[src/rtl/vbr_pkg.sv]
// Package: shared types and constants for the vector branch-condition evaluator.
// Assumes a 128-entry bank of 4-bit condition fields.
package vbr_pkg;
    localparam int FIELD_W    = 4;
    localparam int NUM_FIELDS = 128;
    localparam int FIDX_W     = $clog2(NUM_FIELDS);

    // Kind of evaluation selected by the two low mode bits
    typedef enum logic [1:0] {
        K_NORMAL     = 2'b00,
        K_VLSET      = 2'b01,
        K_STEP       = 2'b10,
        K_STEP_VLSET = 2'b11
    } kind_e;

    // Decoded mode controls
    typedef struct packed {
        logic vlset;     // truncate VL at the deciding element
        logic all_pass;  // every counted element must pass
        logic zeroing;   // masked elements use substitute field
        logic snz;       // substitute bit value
        logic vli;       // inclusive truncation
    } mode_cfg_t;
endpackage

[src/rtl/vbr_mode_dec.sv]
// Mode decoder: turns the 5-bit mode field into control bits.
// Assumes step kinds evaluate like their non-step counterparts; bit 2 is
// the substitute bit in non-VL-set kinds and the inclusive flag otherwise.
module vbr_mode_dec
    import vbr_pkg::*;
(
    input  logic [4:0] mode,
    output mode_cfg_t  cfg
);
    kind_e kind;

    // Split the mode field into its controls
    always_comb begin
        kind         = kind_e'(mode[1:0]);
        cfg.vlset    = (kind == K_VLSET) || (kind == K_STEP_VLSET);
        cfg.all_pass = mode[3];
        cfg.zeroing  = mode[4];
        cfg.snz      = cfg.vlset ? 1'b0 : mode[2];
        cfg.vli      = cfg.vlset ? mode[2] : 1'b0;
    end
endmodule

[src/rtl/vbr_elem_test.sv]
// Element tester: applies predication to one condition field and tests
// the selected bit against the sense value. Purely combinational.
// Assumes the caller qualifies the outputs with its own busy state.
module vbr_elem_test
    import vbr_pkg::*;
(
    input  logic [FIELD_W-1:0] field,
    input  logic [1:0]         bit_pick,
    input  logic               pred_on,
    input  logic               pred_bit,
    input  logic               zeroing,
    input  logic               snz,
    input  logic               sense,
    output logic               counts,
    output logic               pass
);
    logic               masked;
    logic [FIELD_W-1:0] eff;

    // Substitute or skip masked elements, then compare the chosen bit
    always_comb begin
        masked = pred_on && !pred_bit;
        eff    = (masked && zeroing) ? {FIELD_W{snz}} : field;
        counts = !(masked && !zeroing);
        pass   = (eff[bit_pick] == sense);
    end
endmodule

[src/rtl/vbr_scan_ctl.sv]
// Scan controller: steps the element counter one per cycle, stops on the
// deciding element or after the last one, and registers the results.
// Assumes vl_in <= MAXVL and that configuration inputs are latched
// by the parent on the accepted start.
module vbr_scan_ctl #(
    parameter int MAXVL = 64,
    localparam int VLW  = $clog2(MAXVL + 1)
) (
    input  logic           clk,
    input  logic           rst_n,
    input  logic           start,
    input  logic [VLW-1:0] vl_in,
    input  logic           all_in,
    input  logic           undef_req,
    input  logic [VLW-1:0] vl_q,
    input  logic           all_q,
    input  logic           vlset_q,
    input  logic           vli_q,
    input  logic           elem_counts,
    input  logic           elem_pass,
    output logic           accept,
    output logic           busy,
    output logic [VLW-1:0] idx,
    output logic           taken,
    output logic [VLW-1:0] vl_new,
    output logic           vl_we,
    output logic           undef,
    output logic           done
);
    logic last;
    logic decide;

    // Accept, last-element and decision terms for this cycle
    always_comb begin
        accept = start && !busy;
        last   = (idx == vl_q - VLW'(1));
        decide = busy && elem_counts && (all_q ? !elem_pass : elem_pass);
    end

    // Sequence the scan and register the outcome
    always_ff @(posedge clk) begin
        if (!rst_n) begin
            busy   <= 1'b0;
            idx    <= '0;
            taken  <= 1'b0;
            vl_new <= '0;
            vl_we  <= 1'b0;
            undef  <= 1'b0;
            done   <= 1'b0;
        end else begin
            done  <= 1'b0;
            vl_we <= 1'b0;
            if (accept) begin
                taken <= 1'b0;
                undef <= 1'b0;
                idx   <= '0;
                if (undef_req) begin
                    undef <= 1'b1;
                    done  <= 1'b1;
                end else if (vl_in == '0) begin
                    taken <= all_in;
                    done  <= 1'b1;
                end else begin
                    busy <= 1'b1;
                end
            end else if (busy) begin
                if (decide) begin
                    busy  <= 1'b0;
                    done  <= 1'b1;
                    taken <= !all_q;
                    if (vlset_q) begin
                        vl_we  <= 1'b1;
                        vl_new <= vli_q ? idx + VLW'(1) : idx;
                    end
                end else if (last) begin
                    busy  <= 1'b0;
                    done  <= 1'b1;
                    taken <= all_q;
                end else begin
                    idx <= idx + VLW'(1);
                end
            end
        end
    end

    a_r11_idx_in_range: assert property (@(posedge clk) disable iff (!rst_n)
        busy |-> (idx < vl_q));
    a_r8_we_with_done: assert property (@(posedge clk) disable iff (!rst_n)
        vl_we |-> done);
    a_r8_we_only_vlset: assert property (@(posedge clk) disable iff (!rst_n)
        vl_we |-> vlset_q);
    a_r8_vlnew_bound: assert property (@(posedge clk) disable iff (!rst_n)
        vl_we |-> (vl_new <= vl_q));
    a_r9_undef_quiet: assert property (@(posedge clk) disable iff (!rst_n)
        undef |-> (!taken && !vl_we));
    a_r9_undef_next: assert property (@(posedge clk) disable iff (!rst_n)
        (accept && undef_req) |=> (done && undef && !busy));
    a_r10_empty_vector: assert property (@(posedge clk) disable iff (!rst_n)
        (accept && !undef_req && vl_in == '0) |=> (done && taken == $past(all_in)));
    a_r11_no_done_while_busy: assert property (@(posedge clk) disable iff (!rst_n)
        busy |-> !done);
endmodule

[src/rtl/vbranch_eval.sv]
// Vector branch-condition evaluator top: latches the operands on an
// accepted start, forms the field address per element, and reduces the
// element tests to a branch decision through the scan controller.
// Assumes the condition-field bank answers cf_addr in the same cycle and
// that vl never exceeds MAXVL.
module vbranch_eval
    import vbr_pkg::*;
#(
    parameter int MAXVL = 64,
    localparam int VLW  = $clog2(MAXVL + 1),
    localparam int IDXW = $clog2(MAXVL)
) (
    input  logic              clk,
    input  logic              rst_n,
    input  logic              start,
    input  logic [4:0]        bit_sel,
    input  logic [3:0]        field_hi,
    input  logic              vec_en,
    input  logic [VLW-1:0]    vl,
    input  logic              pred_en,
    input  logic [MAXVL-1:0]  pred_mask,
    input  logic [4:0]        mode,
    input  logic              sense,
    input  logic              vert_first,
    output logic [FIDX_W-1:0] cf_addr,
    input  logic [FIELD_W-1:0] cf_data,
    output logic              taken,
    output logic [VLW-1:0]    vl_new,
    output logic              vl_we,
    output logic              undef,
    output logic              done
);
    mode_cfg_t         cfg_in;
    mode_cfg_t         cfg_q;
    logic [FIDX_W-1:0] base_q;
    logic [1:0]        pick_q;
    logic              vec_q;
    logic              pred_en_q;
    logic [MAXVL-1:0]  pmask_q;
    logic              sense_q;
    logic [VLW-1:0]    vl_q;
    logic              accept;
    logic              busy;
    logic [VLW-1:0]    idx;
    logic              elem_counts;
    logic              elem_pass;

    vbr_mode_dec u_dec (
        .mode (mode),
        .cfg  (cfg_in)
    );

    // Capture the operands on an accepted start
    always_ff @(posedge clk) begin
        if (!rst_n) begin
            cfg_q     <= '0;
            base_q    <= '0;
            pick_q    <= '0;
            vec_q     <= 1'b0;
            pred_en_q <= 1'b0;
            pmask_q   <= '0;
            sense_q   <= 1'b0;
            vl_q      <= '0;
        end else if (accept) begin
            cfg_q     <= cfg_in;
            base_q    <= {field_hi, bit_sel[4:2]};
            pick_q    <= bit_sel[1:0];
            vec_q     <= vec_en;
            pred_en_q <= pred_en;
            pmask_q   <= pred_mask;
            sense_q   <= sense;
            vl_q      <= vl;
        end
    end

    // Field address: fixed in scalar operation, stepped in vector operation
    always_comb begin
        cf_addr = vec_q ? base_q + FIDX_W'(idx) : base_q;
    end

    vbr_elem_test u_test (
        .field    (cf_data),
        .bit_pick (pick_q),
        .pred_on  (pred_en_q),
        .pred_bit (pmask_q[idx[IDXW-1:0]]),
        .zeroing  (cfg_q.zeroing),
        .snz      (cfg_q.snz),
        .sense    (sense_q),
        .counts   (elem_counts),
        .pass     (elem_pass)
    );

    vbr_scan_ctl #(.MAXVL(MAXVL)) u_ctl (
        .clk         (clk),
        .rst_n       (rst_n),
        .start       (start),
        .vl_in       (vl),
        .all_in      (cfg_in.all_pass),
        .undef_req   (vert_first && cfg_in.all_pass),
        .vl_q        (vl_q),
        .all_q       (cfg_q.all_pass),
        .vlset_q     (cfg_q.vlset),
        .vli_q       (cfg_q.vli),
        .elem_counts (elem_counts),
        .elem_pass   (elem_pass),
        .accept      (accept),
        .busy        (busy),
        .idx         (idx),
        .taken       (taken),
        .vl_new      (vl_new),
        .vl_we       (vl_we),
        .undef       (undef),
        .done        (done)
    );

    a_r11_busy_start_ignored: assert property (@(posedge clk) disable iff (!rst_n)
        (busy && start) |=> ($stable(cfg_q) && $stable(vl_q) && $stable(base_q)));
    a_r1_scalar_addr_fixed: assert property (@(posedge clk) disable iff (!rst_n)
        (busy && !vec_q && $past(busy)) |-> $stable(cf_addr));
endmodule

[config.mk]
export PLATFORM = sky130hd
export DESIGN_NAME = vbranch_eval
export DESIGN_NICKNAME = d
export VERILOG_FILES = /design/src/rtl/vbr_pkg.sv /design/src/rtl/vbr_mode_dec.sv /design/src/rtl/vbr_elem_test.sv /design/src/rtl/vbr_scan_ctl.sv /design/src/rtl/vbranch_eval.sv
export SDC_FILE = /design/constraint.sdc
export NUM_CORES = 1
export LEC_CHECK = 0
export ABC_AREA = 1
export BUFFER_PORTS_ARGS = -buffer_cell sky130_fd_sc_hd__buf_2
export CAP_MARGIN = 20
export CELL_PAD_IN_SITES_DETAIL_PLACEMENT = 1
export CELL_PAD_IN_SITES_GLOBAL_PLACEMENT = 1
export CORE_UTILIZATION = 41
export DETAILED_ROUTE_END_ITERATION = 12
export PLACE_DENSITY_LB_ADDON = 0.15
export SYNTH_ARGS = -nofsm -noshare
export SYNTH_HDL_FRONTEND = slang
export SYNTH_SLANG_ARGS = --single-unit
export TNS_END_PERCENT = 30
[constraint.sdc]
create_clock -name clk -period 4.5 [get_ports clk]
set_input_delay 1.125 -clock clk [delete_from_list [all_inputs] [get_ports clk]]
set_output_delay 1.125 -clock clk [all_outputs]
set_load 0.1 [all_outputs]
== After elaboration in Yosys (flattened, before gate mapping) ==
Cells that the tools add are included.

* Register bits: 107
* Bits in latches: 0
* RAM bits: 0
* ROM bits: 0
* Input port bits: 96
* Output and inout bits: 18
* Logic and storage cells: 88
* Memories kept: 0

* Add/sub/neg operators: 3
* $mul: 0
* Div/mod/pow operators: 0
* $lt $le $gt $ge: 2
* Equality and inequality tests: 6
* Shifts and indexed selects: 0
* Muxes and demuxes: 30
* Bitwise logic cells: 5
* Reductions and logical operators: 23

{| class="wikitable"
|+ Operator list
! cell !! number
|-
| 2-to-1 mux 1 bit || 25
|-
| 2-to-1 mux 7 bit || 2
|-
| adder 7 x 1 -> 7 bit, second input constant || 1
|-
| adder 7 bit || 1
|-
| equality test 7 bit || 1
|-
| logical AND 1 bit || 7
|-
| zero test 7 bit || 1
|-
| < comparator 6 x 7 -> 1 bit, second input constant || 1
|-
| subtractor 7 x 1 -> 7 bit, second input constant || 1
|-
| binary-select mux 1 bit (select 6 bit) || 1
|-
| zero test 1 bit || 6
|-
| inverter 1 bit || 5
|-
| 2-to-1 mux 4 bit || 1
|-
| != test 2 bit, second input constant || 2
|-
| AND reduction 2 bit || 2
|-
| AND reduction 4 bit || 1
|-
| OR reduction 4 bit || 1
|-
| < comparator 2 x 3 -> 1 bit, second input constant || 1
|-
| AND reduction 3 bit || 1
|-
| nonzero test 3 bit || 1
|-
| binary-select mux 1 bit (select 2 bit) || 1
|-
| equality test 2 x 1 -> 1 bit, second input constant || 1
|-
| equality test 2 bit, second input constant || 1
|-
| nonzero test 2 bit || 1
|-
| other kinds (3) || 3
|}

== Depth between registers and ports, before layout ==
Gate-level depths: netlist of the first run.

* Depth after elaboration: 15
* Gate-level depth with buffers: 23
* Mapped depth without buffers: 22

== Cells and area by module ==
From an unflattened synthesis of the first run, not the netlist that was laid out.

* Cell total of the unflattened synthesis: 801
* Area, all modules: 5348.9 um2

{| class="wikitable"
|+ Modules (own cells, without submodules)
! module !! instances !! cells each !! area an instance (um2) !! seq. area each (um2)
|-
| vbranch_eval || 1 || 585 || 4023.9 || 1761.7
|-
| vbr_scan_ctl || 1 || 190 || 1203.7 || 380.4
|-
| vbr_elem_test || 1 || 19 || 87.6 || 0.0
|-
| vbr_mode_dec || 1 || 7 || 33.8 || 0.0
|}

== Worst setup path before layout of the first run ==
No wires, ideal clock.

* Kind: flip-flop to output port
* Start point: register u_ctl.idx[1]
* End point: output cf_addr[5]
* Arrival: 3433 ps
* Data required time: 3375 ps
* Setup slack: -58 ps
* Stages on the path, launching flop included: 10
* Buffers on the path: 0
* Cells stage by stage: dfxtp_1 ha_1 a21oi_1 nor2_1 nor2_1 nor2_1 o21ai_0 nand2_1 xor2_1 o21ai_0

* Cells in the longest elaborated chain, start to end: 2

{| class="wikitable"
|+ RTL lines
! element !! RTL line !! RTL
|-
| from (decl) || vbr_scan_ctl.sv:23 || <nowiki>output logic [VLW-1:0] idx,</nowiki>
|-
| from (signal assigned) || vbr_scan_ctl.sv:80 || <nowiki>idx <= idx + VLW'(1);</nowiki>
|-
| adder 7 bit || vbranch_eval.sv:78 || <nowiki>cf_addr = vec_q ? base_q + FIDX_W'(idx) : base_q;</nowiki>
|-
| 2-to-1 mux 7 bit || vbranch_eval.sv:78 ||
|-
| to (decl) || vbranch_eval.sv:25 || <nowiki>output logic [FIDX_W-1:0] cf_addr,</nowiki>
|}

Every way passes these cells.

== Worst setup path in the final report of the first run ==
* Start point: register u_ctl.idx[1]
* End point: output cf_addr[6]

Same word-level chain as after synthesis.

==> results of run 1 <==
[kinds of logic after synthesis]
family	after synthesis	synth area share, %
compound gates	123	12.8
xor+xnor	18	3.05
fa+ha+maj	9	2.32
buf+inv	136	10.7
flops	107	41.5
simple gates	349	29.8
[power by group]
part / switching, mW / internal [mW]
clock: 0.359 / 0.447
combinational: 0.286 / 0.132
sequential: 0.0341 / 1.01
[cells in the final DEF (no fill, tap or decap), types with 4 or more instances in the layout]
| master | count |
|---|---|
| buf_4 | 8 |
| o211ai_1 | 7 |
| nand2_1 | 163 |
| nand3_1 | 124 |
| buf_2 | 111 |
| dfxtp_1 | 106 |
| o21ai_0 | 86 |
| ha_1 | 8 |
| inv_1 | 89 |
| nor2_1 | 40 |
| o22ai_1 | 4 |
| clkbuf_16 | 9 |
| xor2_1 | 15 |
| a21oi_1 | 20 |
| nand4_1 | 7 |
[synth_stat cells (all sizes together)]
master	n
a21boi	1
nor4	2
or2	2
nand4	7
xor2	15
o21ai	87
nand3	126
o32ai	1
nor2	44
o22ai	4
inv	92
nor3	2
xnor2	3
buf	15
dfxtp	107
fa	1
o211ai	8
clkbuf	27
ha	8
a32o	1
or3	1
clkinv	2
nand2	165
o21bai	1
a21oi	20
[per-layer routing]
| metal | track usage (%) | share of wire (%) |
|---|---|---|
| met1 | 31.7 | 46 |
| met5 | 0 | 0 |
| met3 | 3.07 | 4.0 |
| met2 | 43.3 | 48 |
| met4 | 10.3 | 2.1 |
[stage by stage]
stage	hold slack (ps)	instances	utilization [%]	worst slack (ps)
after floorplan	414	742	-	151
after global placement	433	988	47.9	1150
after detailed placement	439	988	47.9	1000
after CTS	456	1004	50.3	618
after global routing	473	1004	50.3	443
final	451	1004	50.3	647
[how the worst min path moves through the flow]
stage	cells past startpoint	start	slack [ps]	end
after floorplan	2	pmask_q[0]	410	pmask_q[0]
after global placement	2	pred_en_q	430	pred_en_q
after detailed placement	2	pmask_q[29]	440	pmask_q[29]
after CTS	2	pmask_q[28]	460	pmask_q[28]
after global routing	2	pmask_q[28]	470	pmask_q[28]
final	2	pmask_q[28]	450	pmask_q[28]
[state kept, by name (all words and copies together) (netlist names)]
register / flops
u_ctl.done: 1
pred_en_q: 1
u_ctl.taken: 1
sense_q: 1
u_ctl.idx: 7
u_ctl.vl_we: 1
u_ctl.undef: 1
base_q: 7
pmask_q: 64
u_ctl.vl_new: 7
vl_q: 7
pick_q: 2
cfg_q: 5
u_ctl.busy: 1
vec_q: 1
[critical path: cells and delay by family, from the launching register on]
family	cells	cell delay (ps)
simple gates	4	460
xor+xnor	1	260
compound gates	3	360
buf+inv	4	520
fa+ha+maj	1	430
flops	1	340
[layout make-up]
type	instances	area, um^2
clock inverters	4	50.0
repair buffers	120	636
inverters	94	353
well taps	168	210
multi-input cells	499	2480
fillers	1636	6040
flip-flops and latches	107	2140
clock buffers	12	246
==> flow_summary.html, run 1 <==
<table>
<tr><th>Metric</th><th>Value</th></tr>
<tr><th colspan="2">CTS</th></tr>
<tr><td>TritonCTS clock tree</td><td>done</td></tr>
<tr><td>Source-to-sink clock delay at the later pin of the worst-skew pair</td><td>about 350 ps</td></tr>
<tr><td>Number of hold buffers added after CTS</td><td>0</td></tr>
<tr><td>Total number of clock tree sinks</td><td>between 100 and 150</td></tr>
<tr><td>CTS H-tree lvls</td><td>3</td></tr>
<tr><td>Number of setup buffers added after CTS</td><td>0</td></tr>
<tr><td>Clk Tree Root Cell</td><td>clkbuf_16</td></tr>
<tr><td>Clock Pin Slew Worst Setup and Hold Paths</td><td>roughly 70 ps</td></tr>
<tr><td>Cts repair resizes</td><td>0</td></tr>
<tr><td>Maximum buffer depth of the clock tree</td><td>2</td></tr>
<tr><td>CTS Buf Count</td><td>9</td></tr>
<tr><th colspan="2">Die</th></tr>
<tr><td>Total core area</td><td>12200 um^2</td></tr>
<tr><td>Std-Cell Rows</td><td>40</td></tr>
<tr><td>Effective utilization at floorplan</td><td>42.5%</td></tr>
<tr><td>Width of the chip</td><td>about 110 um</td></tr>
<tr><td># IOs</td><td>114</td></tr>
<tr><td>Die H</td><td>roughly 110 um</td></tr>
<tr><td>Die Outline Area</td><td>roughly 13000 um^2</td></tr>
<tr><th colspan="2">Power and ir drop</th></tr>
<tr><td>LEAKAGE</td><td>between 2 and 3 nW</td></tr>
<tr><td>Total Power Consumption</td><td>~2.3 mW</td></tr>
<tr><td>Cell area power density</td><td>around 370 nW/um^2</td></tr>
<tr><td>Worst supply voltage drop on vdd</td><td>roughly 0.21 mV</td></tr>
<tr><th colspan="2">Setup path</th></tr>
<tr><td>Delay of the slowest cell on the worst path</td><td>430 ps</td></tr>
<tr><td>CP Launch Type</td><td>flop</td></tr>
<tr><td>R2r startpoint</td><td>u_ctl.idx[0]</td></tr>
<tr><td>Most prevalent standard cell on the critical path</td><td>nor2_1</td></tr>
<tr><td>Critical-path cell list</td><td>inv_2, fa_1, inv_1, a21oi_1, o21bai_1, inv_1, nor2_1, nor2_1, nor2_1, o21ai_0, nand3_1, xor2_1, buf_12</td></tr>
<tr><td>Critical path capture point type</td><td>output port</td></tr>
<tr><td>Number of cells traversed by the worst register-to-register path</td><td>20</td></tr>
<tr><td>CP Capture Point</td><td>cf_addr[6]</td></tr>
<tr><td>Reg-to-reg slack, setup</td><td>~1500 ps</td></tr>
<tr><td>Arrival time reported for the critical path endpoint</td><td>roughly 2700 ps</td></tr>
<tr><td>Data required time of the worst path</td><td>3380 ps</td></tr>
<tr><td>Critical path class</td><td>reg -&gt; out</td></tr>
<tr><td>Critical Path Fanout Max</td><td>15</td></tr>
<tr><td>Cell at the slowest stage of the critical path</td><td>fa_1</td></tr>
<tr><td>Endpoint of the worst register-to-register path</td><td>u_ctl.vl_new[2]</td></tr>
<tr><td>Worst setup startpoint</td><td>u_ctl.idx[1]</td></tr>
<tr><th colspan="2">Yosys</th></tr>
<tr><td>Leading cell types by total area after synthesis</td><td>dfxtp_1 41%, nand3_1 12%, nand2_1 12%, o21ai_0 8.4%, inv_1 6.5%</td></tr>
<tr><td>Sequential element share of the synthesized area</td><td>41.5%</td></tr>
<tr><td>Mean instance size in the synthesized netlist</td><td>roughly 7 um^2</td></tr>
<tr><td>Cell type with the largest total area after synthesis</td><td>dfxtp_1</td></tr>
<tr><td>Mapped Cells</td><td>742</td></tr>
<tr><td>Post-synthesis cell type count</td><td>36</td></tr>
<tr><td>Synth Cell Area</td><td>approximately 5200 um^2</td></tr>
<tr><td>#FFs+latches synth</td><td>107</td></tr>
<tr><td>Synthesis Warnings</td><td>0</td></tr>
<tr><td>Synth Net Count</td><td>847</td></tr>
<tr><td>Area fraction of the dominant cell type after synthesis</td><td>roughly two fifths</td></tr>
<tr><th colspan="2">Worst hold path</th></tr>
<tr><td>Path category of the worst min-delay check</td><td>reg -&gt; reg</td></tr>
<tr><th colspan="2">Placed design</th></tr>
<tr><td>Placed Area</td><td>between 5000 and 6000 um^2</td></tr>
<tr><td>Buffers added on ports</td><td>approximately 110</td></tr>
<tr><td>Post-DP HPWL</td><td>around 11000 um</td></tr>
<tr><td>Routability cong.</td><td>roughly 0.8</td></tr>
<tr><th colspan="2">Global routing</th></tr>
<tr><td>Overall track demand over capacity in global routing</td><td>about a quarter</td></tr>
<tr><td>Total congestion overflow</td><td>0</td></tr>
<tr><td>Vias in the first global route</td><td>approximately 5400</td></tr>
<tr><td>Largest net degree at the start of global routing</td><td>around 90</td></tr>
<tr><td>Global-route wire length before repair</td><td>25600 um</td></tr>
<tr><td>Antenna violations before repair</td><td>0</td></tr>
<tr><th colspan="2">Cells and area</th></tr>
<tr><td>Area growth syn-to-layout</td><td>18.5%</td></tr>
<tr><td>Design area</td><td>6120 um^2</td></tr>
<tr><td>Ratio of cells with drive above 1 in the final layout</td><td>roughly 18%</td></tr>
<tr><td>Inserted Diodes</td><td>0</td></tr>
<tr><td>Nets@finish</td><td>between 900 and 1000</td></tr>
<tr><th colspan="2">Timing</th></tr>
<tr><td>Final Max Tran Viols</td><td>0</td></tr>
<tr><td>Worst clock skew on the final layout</td><td>8.08 ps</td></tr>
<tr><td>Worst max-slew margin expressed relative to the limit</td><td>a little under two fifths</td></tr>
<tr><td>Count of endpoints failing setup in the final report</td><td>0</td></tr>
<tr><td>Unrepaired setup endpoints after global routing</td><td>false</td></tr>
<tr><td>Final critical delay including setup and external delays</td><td>around 3900 ps</td></tr>
<tr><td>Transition at the pin with the smallest max-transition slack</td><td>around 930 ps</td></tr>
<tr><td>Highest achievable clock rate</td><td>260 MHz</td></tr>
<tr><td>Period utilization</td><td>a little under nine tenths</td></tr>
<tr><td>Count of final hold-check violations</td><td>0</td></tr>
<tr><td>Setup Total Neg Slack</td><td>0 ps</td></tr>
<tr><th colspan="2">Drt</th></tr>
<tr><td>Detailed-route wire length</td><td>roughly 15000 um</td></tr>
<tr><td>Vias after detailed routing</td><td>5187</td></tr>
<tr><td>DRC violations left</td><td>0</td></tr>
<tr><td>DR vias/cell</td><td>just over 5</td></tr>
<tr><td>Detailed Route Iter0 Violations</td><td>about 210</td></tr>
<tr><td>Post-DRT Antenna Nets</td><td>0</td></tr>
<tr><td>Post-DR wirelength/cell</td><td>between 15 and 20 um</td></tr>
<tr><td>Router iterations before antenna repair</td><td>4</td></tr>
<tr><th colspan="2">Flow run</th></tr>
<tr><td>Maximum capacitance violations</td><td>0</td></tr>
<tr><th colspan="2">Outcome</th></tr>
<tr><td>Outcome</td><td>finished clean</td></tr>
</table>
No activity file was read; power rests on OpenSTA's default activity.
==> inputs of run 2 (changes only) <==
--- a/config.mk
+++ b/config.mk
@@ -10,6 +10,7 @@
 export CAP_MARGIN = 20
 export CELL_PAD_IN_SITES_DETAIL_PLACEMENT = 1
 export CELL_PAD_IN_SITES_GLOBAL_PLACEMENT = 1
+export CORE_ASPECT_RATIO = 2
 export CORE_UTILIZATION = 41
 export DETAILED_ROUTE_END_ITERATION = 12
 export PLACE_DENSITY_LB_ADDON = 0.15
==> run 2 against run 1 <==
Clock power grew 8.7%. Highest routed layer unchanged. Critical path type unchanged. Sequential power is essentially flat. First-iteration DRC count shrank 7.5%. Critical path depth is the same. Register-to-register slack lost 70 ps. Largest cell class unchanged.
==> flow_summary.html, run 2 (same netlist as run 1, synthesis figures left out) <==
<table>
<tr><th>Metric</th><th>Value</th></tr>
<tr><th colspan="2">Cells and area</th></tr>
<tr><td>Number of flip-flops under the largest register name</td><td>64 (unchanged)</td></tr>
<tr><td>Register name with the most flops</td><td>pmask_q (unchanged)</td></tr>
<tr><td>Most common cell after layout, fill and taps aside</td><td>nand2_1 (unchanged)</td></tr>
<tr><td>Nets@finish</td><td>935 (was 936)</td></tr>
<tr><td>Design area</td><td>6140 um^2 (was 6120 um^2)</td></tr>
<tr><td>Most frequent cells in the layout</td><td>163 x nand2_1, 124 x nand3_1, 111 x buf_2 (unchanged)</td></tr>
<tr><td>Ratio of cells with drive above 1 in the final layout</td><td>17.8% (about the same)</td></tr>
<tr><td>Filler cell count in the final layout</td><td>1643 (was 1636)</td></tr>
<tr><td>Area growth syn-to-layout</td><td>18.8% (was 18.5%)</td></tr>
<tr><th colspan="2">Global routing</th></tr>
<tr><td>Total congestion overflow</td><td>0 (unchanged)</td></tr>
<tr><td>Vias in the first global route</td><td>5363 (was 5432)</td></tr>
<tr><td>Antenna violations before repair</td><td>1 (was 0)</td></tr>
<tr><td>Largest net degree at the start of global routing</td><td>92 (unchanged)</td></tr>
<tr><td>Overall track demand over capacity in global routing</td><td>25.9% (was 25.1%)</td></tr>
<tr><td>Global-route wire length before repair</td><td>25900 um (was 25600 um)</td></tr>
<tr><th colspan="2">Drt</th></tr>
<tr><td>Post-DRT Antenna Nets</td><td>0 (unchanged)</td></tr>
<tr><td>Detailed-route wire length</td><td>16000 um (was 15300 um)</td></tr>
<tr><td>DR vias/cell</td><td>5.22 (was 5.17)</td></tr>
<tr><td>DRC violations left</td><td>0 (unchanged)</td></tr>
<tr><td>Vias after detailed routing</td><td>5130 (was 5187)</td></tr>
<tr><td>Detailed Route Iter0 Violations</td><td>197 (was 213)</td></tr>
<tr><td>Post-DR wirelength/cell</td><td>16.3 um (was 15.3 um)</td></tr>
<tr><td>Router iterations before antenna repair</td><td>4 (unchanged)</td></tr>
<tr><th colspan="2">CTS</th></tr>
<tr><td>Total number of clock tree sinks</td><td>107 (unchanged)</td></tr>
<tr><td>Clock Pin Slew Worst Setup and Hold Paths</td><td>70 ps (about the same)</td></tr>
<tr><td>Number of setup buffers added after CTS</td><td>0 (unchanged)</td></tr>
<tr><td>Clk Tree Root Cell</td><td>clkbuf_16 (unchanged)</td></tr>
<tr><td>Number of hold buffers added after CTS</td><td>0 (unchanged)</td></tr>
<tr><td>TritonCTS clock tree</td><td>done (unchanged)</td></tr>
<tr><td>CTS H-tree lvls</td><td>3 (unchanged)</td></tr>
<tr><td>Source-to-sink clock delay at the later pin of the worst-skew pair</td><td>350 ps (about the same)</td></tr>
<tr><td>CTS Buf Count</td><td>9 (unchanged)</td></tr>
<tr><td>Maximum buffer depth of the clock tree</td><td>2 (unchanged)</td></tr>
<tr><td>Cts repair resizes</td><td>0 (unchanged)</td></tr>
<tr><th colspan="2">Die</th></tr>
<tr><td>Effective utilization at floorplan</td><td>42.4% (was 42.5%)</td></tr>
<tr><td>Die H</td><td>161 um (was 114 um)</td></tr>
<tr><td>Die Outline Area</td><td>13100 um^2 (about the same)</td></tr>
<tr><td># IOs</td><td>114 (unchanged)</td></tr>
<tr><td>Std-Cell Rows</td><td>57 (was 40)</td></tr>
<tr><td>Total core area</td><td>12200 um^2 (about the same)</td></tr>
<tr><td>Width of the chip</td><td>81.4 um (was 114 um)</td></tr>
<tr><th colspan="2">Setup path</th></tr>
<tr><td>Reg-to-reg slack, setup</td><td>1430 ps (was 1500 ps)</td></tr>
<tr><td>CP Launch Type</td><td>flop (unchanged)</td></tr>
<tr><td>Critical path class</td><td>reg -&gt; out (unchanged)</td></tr>
<tr><td>Critical Path Fanout Max</td><td>15 (unchanged)</td></tr>
<tr><td>Arrival time reported for the critical path endpoint</td><td>2760 ps (was 2730 ps)</td></tr>
<tr><td>Critical path capture point type</td><td>output port (unchanged)</td></tr>
<tr><td>Data required time of the worst path</td><td>3380 ps (about the same)</td></tr>
<tr><th colspan="2">Timing</th></tr>
<tr><td>Count of endpoints failing setup in the final report</td><td>0 (unchanged)</td></tr>
<tr><td>Final Max Tran Viols</td><td>0 (unchanged)</td></tr>
<tr><td>Worst clock skew on the final layout</td><td>7.06 ps (was 8.08 ps)</td></tr>
<tr><td>Period utilization</td><td>86.4% (was 85.6%)</td></tr>
<tr><td>Unrepaired setup endpoints after global routing</td><td>false (unchanged)</td></tr>
<tr><td>Setup Total Neg Slack</td><td>0 ps (unchanged)</td></tr>
<tr><td>Highest achievable clock rate</td><td>257 MHz (was 260 MHz)</td></tr>
<tr><td>Worst max-slew margin expressed relative to the limit</td><td>39.3% (was 38.1%)</td></tr>
<tr><td>Transition at the pin with the smallest max-transition slack</td><td>911 ps (was 928 ps)</td></tr>
<tr><td>Final critical delay including setup and external delays</td><td>3890 ps (was 3850 ps)</td></tr>
<tr><td>Count of final hold-check violations</td><td>0 (unchanged)</td></tr>
<tr><th colspan="2">Worst hold path</th></tr>
<tr><td>Path category of the worst min-delay check</td><td>reg -&gt; reg (unchanged)</td></tr>
<tr><th colspan="2">Placed design</th></tr>
<tr><td>Placed Area</td><td>5810 um^2 (was 5830 um^2)</td></tr>
<tr><td>Routability cong.</td><td>0.810 (was 0.799)</td></tr>
<tr><td>Buffers added on ports</td><td>112 (unchanged)</td></tr>
<tr><td>Post-DP HPWL</td><td>11500 um (was 10900 um)</td></tr>
<tr><th colspan="2">Power and ir drop</th></tr>
<tr><td>Cell area power density</td><td>381 nW/um^2 (was 370 nW/um^2)</td></tr>
<tr><td>LEAKAGE</td><td>2.87 nW (was 2.84 nW)</td></tr>
<tr><td>Worst supply voltage drop on vdd</td><td>0.213 mV (was 0.206 mV)</td></tr>
<tr><th colspan="2">Outcome</th></tr>
<tr><td>Outcome</td><td>finished clean (unchanged)</td></tr>
<tr><th colspan="2">Flow run</th></tr>
<tr><td>Maximum capacitance violations</td><td>0 (unchanged)</td></tr>
</table>
-- run 2: cell count changes in the layout (fill, tap and decap cells not counted), sizes merged --
cell,change
buf,-1
bufinv,+1
clkinvlp,-1
diode,+1
-- run 2: stage by stage --
stage	cells	utilization [%]	setup WS, ps	total power [mW]	hold slack, ps
floorplan	742	-	151	1.35	414
global placement	966	47.6	1110	1.47	427
detailed placement	966	47.6	1030	1.49	438
CTS	982	50.3	578	2.36	453
global route	983	50.3	382	2.45	469
finish	983	50.3	610	2.34	449
-- run 2: path summary, 6_finish.rpt --
check,startpoint,endpoint,cells after the start
setup / recovery,u_ctl.idx[1],cf_addr[6],13
setup reg to reg,u_ctl.idx[0],u_ctl.vl_new[1],19
hold / removal,pmask_q[4],pmask_q[4],2
hold reg to reg,pmask_q[4],pmask_q[4],2
-- run 2: cell type report --
class | instances | area (um^2) | share of cell area (%)
multi-input combinational | 499 | 2480 | 40.5
sequential | 107 | 2140 | 34.9
timing repair buffer | 119 | 641 | 10.4
inverter | 94 | 353 | 5.75
clock buffer | 12 | 256 | 4.18
tap | 147 | 184 | 3.00
clock inverter | 4 | 72.6 | 1.18
antenna | 1 | 2.50 | 0.0408
-- run 2: where the power goes --
part	leakage [nW]	internal, mW	switching (mW)
clock network	0.159	0.518	0.358
logic	1.83	0.133	0.290
registers	0.878	1.01	0.0331
-- run 2: worst max-delay path, cell delays in order, from the launching register on --
cell and delay, ps:
dfxtp_1 340, inv_2 160, fa_1 430, inv_1 90
a21oi_1 80, o21bai_1 210, inv_1 70, nor2_1 180
nor2_1 70, nor2_1 120, o21ai_0 110, nand3_1 100
xor2_1 240, buf_12 210
-- run 2: metal layers --
metal	global-route usage, %	up-vias	routed length (um)
met3	3.64	30	492
met4	10.9	0	497
met2	48.5	98	8960
li1	-	2573	-
met5	0	-	0
met1	27.5	2429	6030
==> inputs of run 3 (changes only) <==
--- a/config.mk
+++ b/config.mk
@@ -12,8 +12,10 @@
 export CELL_PAD_IN_SITES_GLOBAL_PLACEMENT = 1
 export CORE_ASPECT_RATIO = 2
 export CORE_UTILIZATION = 41
+export CTS_CLUSTER_SIZE = 14
 export DETAILED_ROUTE_END_ITERATION = 12
-export PLACE_DENSITY_LB_ADDON = 0.15
+export GPL_TIMING_DRIVEN = 0
+export PLACE_DENSITY = 0.92
 export SYNTH_ARGS = -nofsm -noshare
 export SYNTH_HDL_FRONTEND = slang
 export SYNTH_SLANG_ARGS = --single-unit
==> run 3 against run 2 <==
Maximum frequency is 6.9% lower. Global-route usage increased by 2.4 points. Power fell by 2.2%. Via count up 5.6%. Count of clock-buffer cells in the layout down 3. Sequential power about the same. Critical path depth grew 2. Hold slack better by 2.3 ps. Critical endpoint unchanged. Largest cell class unchanged.
==> flow_summary.html, run 3 (same netlist as run 1, synthesis figures left out) <==
<table>
<tr><th>Metric</th><th>Value</th></tr>
<tr><th colspan="2">Placed design</th></tr>
<tr><td>Buffers added on ports</td><td>112 (unchanged)</td></tr>
<tr><td>Number of placed instances with taps included</td><td>1001 (was 966)</td></tr>
<tr><td>Routability cong.</td><td>0.880 (was 0.810)</td></tr>
<tr><td>Post-DP HPWL</td><td>13200 um (was 11500 um)</td></tr>
<tr><td>Dpl ws</td><td>460 ps (was 1030 ps)</td></tr>
<tr><th colspan="2">Setup path</th></tr>
<tr><td>Critical Path Fanout Max</td><td>10 (was 15)</td></tr>
<tr><td>Reg-to-reg slack, setup</td><td>1690 ps (was 1430 ps)</td></tr>
<tr><td>Critical path capture point type</td><td>output port (unchanged)</td></tr>
<tr><td>CP Launch Type</td><td>flop (unchanged)</td></tr>
<tr><td>Critical path class</td><td>reg -&gt; out (unchanged)</td></tr>
<tr><td>Data required time of the worst path</td><td>3380 ps (about the same)</td></tr>
<tr><td>Arrival time reported for the critical path endpoint</td><td>3050 ps (was 2760 ps)</td></tr>
<tr><th colspan="2">Die</th></tr>
<tr><td>Width of the chip</td><td>81.4 um (unchanged)</td></tr>
<tr><td>Std-Cell Rows</td><td>57 (unchanged)</td></tr>
<tr><td>Total core area</td><td>12200 um^2 (unchanged)</td></tr>
<tr><td>Die H</td><td>161 um (unchanged)</td></tr>
<tr><td>Effective utilization at floorplan</td><td>42.4% (unchanged)</td></tr>
<tr><td># IOs</td><td>114 (unchanged)</td></tr>
<tr><td>Die Outline Area</td><td>13100 um^2 (unchanged)</td></tr>
<tr><th colspan="2">Timing</th></tr>
<tr><td>Period utilization</td><td>92.8% (was 86.4%)</td></tr>
<tr><td>Highest achievable clock rate</td><td>239 MHz (was 257 MHz)</td></tr>
<tr><td>Worst clock skew on the final layout</td><td>9.86 ps (was 7.06 ps)</td></tr>
<tr><td>Setup Total Neg Slack</td><td>0 ps (unchanged)</td></tr>
<tr><td>Final Max Tran Viols</td><td>0 (unchanged)</td></tr>
<tr><td>Transition at the pin with the smallest max-transition slack</td><td>798 ps (was 911 ps)</td></tr>
<tr><td>Worst max-slew margin expressed relative to the limit</td><td>46.6% (was 39.3%)</td></tr>
<tr><td>Count of endpoints failing setup in the final report</td><td>0 (unchanged)</td></tr>
<tr><td>Final critical delay including setup and external delays</td><td>4180 ps (was 3890 ps)</td></tr>
<tr><td>Count of final hold-check violations</td><td>0 (unchanged)</td></tr>
<tr><td>Unrepaired setup endpoints after global routing</td><td>false (unchanged)</td></tr>
<tr><td>Final worst-path setup slack</td><td>323 ps (was 610 ps)</td></tr>
<tr><th colspan="2">Cells and area</th></tr>
<tr><td>Area of the multi-input gates</td><td>2470 um^2 (was 2480 um^2)</td></tr>
<tr><td>Most frequent cells in the layout</td><td>163 x nand2_1, 124 x nand3_1, 119 x buf_2 (was 163 x nand2_1, 124 x nand3_1, 111 x buf_2)</td></tr>
<tr><td>Final cell utilization of the core</td><td>50.9% (was 50.3%)</td></tr>
<tr><td>Register cell area after layout</td><td>2140 um^2 (unchanged)</td></tr>
<tr><td>Nets@finish</td><td>970 (was 935)</td></tr>
<tr><td>Ratio of cells with drive above 1 in the final layout</td><td>17.7% (was 17.8%)</td></tr>
<tr><td>Area growth syn-to-layout</td><td>20.2% (was 18.8%)</td></tr>
<tr><td>Inserted Diodes</td><td>0 (was 1)</td></tr>
<tr><td>Register name with the most flops</td><td>pmask_q (unchanged)</td></tr>
<tr><td>Non-filler cells in the finished layout</td><td>1017 (was 983)</td></tr>
<tr><td>Filler cell count in the final layout</td><td>1636 (was 1643)</td></tr>
<tr><td>Number of flip-flops under the largest register name</td><td>64 (unchanged)</td></tr>
<tr><td>Most common cell after layout, fill and taps aside</td><td>nand2_1 (unchanged)</td></tr>
<tr><th colspan="2">Drt</th></tr>
<tr><td>Post-DR wirelength/cell</td><td>17.2 um (was 16.3 um)</td></tr>
<tr><td>DR vias/cell</td><td>5.33 (was 5.22)</td></tr>
<tr><td>Post-DRT Antenna Nets</td><td>0 (unchanged)</td></tr>
<tr><td>Vias after detailed routing</td><td>5419 (was 5130)</td></tr>
<tr><td>Detailed-route wire length</td><td>17500 um (was 16000 um)</td></tr>
<tr><td>DRC violations left</td><td>0 (unchanged)</td></tr>
<tr><td>Detailed Route Iter0 Violations</td><td>233 (was 197)</td></tr>
<tr><td>Router iterations before antenna repair</td><td>4 (unchanged)</td></tr>
<tr><th colspan="2">CTS</th></tr>
<tr><td>Total number of clock tree sinks</td><td>107 (unchanged)</td></tr>
<tr><td>Clock Pin Slew Worst Setup and Hold Paths</td><td>70 ps (about the same)</td></tr>
<tr><td>CTS Buf Count</td><td>9 (unchanged)</td></tr>
<tr><td>Number of setup buffers added after CTS</td><td>0 (unchanged)</td></tr>
<tr><td>Maximum buffer depth of the clock tree</td><td>2 (unchanged)</td></tr>
<tr><td>Clk Tree Root Cell</td><td>clkbuf_16 (unchanged)</td></tr>
<tr><td>CTS H-tree lvls</td><td>3 (unchanged)</td></tr>
<tr><td>TritonCTS clock tree</td><td>done (unchanged)</td></tr>
<tr><td>Source-to-sink clock delay at the later pin of the worst-skew pair</td><td>360 ps (was 350 ps)</td></tr>
<tr><td>Number of hold buffers added after CTS</td><td>0 (unchanged)</td></tr>
<tr><th colspan="2">Power and ir drop</th></tr>
<tr><td>Cell area power density</td><td>368 nW/um^2 (was 381 nW/um^2)</td></tr>
<tr><td>Net Switching</td><td>749 uW (was 681 uW)</td></tr>
<tr><td>Worst supply voltage drop on vdd</td><td>0.215 mV (was 0.213 mV)</td></tr>
<tr><td>Register share of total power</td><td>45.6% (was 44.5%)</td></tr>
<tr><td>Clock power frac</td><td>34.8% (was 37.4%)</td></tr>
<tr><td>Internal Pwr Total</td><td>1.54 mW (was 1.66 mW)</td></tr>
<tr><td>Share of power burned in combinational logic</td><td>19.6% (was 18.1%)</td></tr>
<tr><td>Switching power share of the total</td><td>32.7% (was 29.1%)</td></tr>
<tr><td>LEAKAGE</td><td>2.90 nW (was 2.87 nW)</td></tr>
<tr><th colspan="2">Global routing</th></tr>
<tr><td>Vias in the first global route</td><td>5873 (was 5363)</td></tr>
<tr><td>Overall track demand over capacity in global routing</td><td>28.3% (was 25.9%)</td></tr>
<tr><td>Antenna violations before repair</td><td>0 (was 1)</td></tr>
<tr><td>Total congestion overflow</td><td>0 (unchanged)</td></tr>
<tr><td>Global-route wire length before repair</td><td>28100 um (was 25900 um)</td></tr>
<tr><td>Largest net degree at the start of global routing</td><td>21 (was 92)</td></tr>
<tr><th colspan="2">Worst hold path</th></tr>
<tr><td>Path category of the worst min-delay check</td><td>reg -&gt; reg (unchanged)</td></tr>
<tr><th colspan="2">Flow run</th></tr>
<tr><td>Maximum capacitance violations</td><td>0 (unchanged)</td></tr>
<tr><th colspan="2">Outcome</th></tr>
<tr><td>Outcome</td><td>finished clean (unchanged)</td></tr>
</table>
run 3: changes by cell type in the layout (fill, tap and decap cells not counted), moves of 3 or more:
cell and delta:
buf_2 +8, clkbuf_1 +26, buf_6 +3, buf_4 -4
run 3: cell type report:
cell class                      count  share of cell area [%]
Inverter                           94                    5.68
Multi-Input combinational cell    499                    39.9
Tap cell                          147                    2.96
Clock buffer                        9                    3.63
Timing Repair Buffer              112                    9.07
Sequential cell                   107                    34.5
Clock inverter                      7                    1.11
Buffer                             42                    3.18
run 3: final timing paths:
path | end | cells after the start | start
max reg2reg | u_ctl.vl_new[3] | 19 | u_ctl.idx[3]
min reg2reg | pmask_q[6] | 2 | pmask_q[6]
min | pmask_q[6] | 2 | pmask_q[6]
max | cf_addr[6] | 15 | u_ctl.idx[1]
run 3: timing repair:
item,in CTS,in global routing
endpoints found under the setup margin,0,1
hold endpoints to repair,0,0
gates resized for setup,0,2
run 3: power by group through the flow:
stage / registers (mW) / clock network (mW) / logic [mW]
after floorplan: 1.07 / 0 / 0.283
after global placement: 1.06 / 0 / 0.427
after detailed placement: 1.06 / 0 / 0.442
after CTS: 1.04 / 0.798 / 0.449
after global routing: 1.05 / 0.833 / 0.493
final: 1.04 / 0.797 / 0.449
run 3: worst max-delay path: stages (launching register included):
cell and delay, ps:
dfxtp_2 450, inv_2 120, buf_2 230, fa_1 420
inv_1 110, a21oi_1 70, o21bai_1 160, inv_1 50
nor2_1 140, nor2_1 60, nor2_1 120, nor2_1 60
nand2_1 50, nand3_1 80, xor2_1 200, clkbuf_4 370
run 3: layer usage:
| layer | up-vias | routed length [um] | share of wire [%] | GRT usage [%] |
|---|---|---|---|---|
| met5 | - | 0 | 0 | 0 |
| met4 | 0 | 921 | 5.3 | 19.6 |
| met3 | 64 | 714 | 4.1 | 3.52 |
| met2 | 173 | 9250 | 53 | 49.9 |
| met1 | 2530 | 6590 | 38 | 29.9 |
| li1 | 2652 | - | - | - |
run 3: metrics by stage:
stage | area [um^2] | hold slack [ps] | total power [mW]
2_1_floorplan | 5170 | 414 | 1.35
3_3_place_gp | 5910 | 427 | 1.49
3_5_place_dp | 5910 | 437 | 1.51
4_1_cts | 6210 | 453 | 2.29
5_1_grt | 6210 | 470 | 2.37
6_report | 6210 | 451 | 2.29
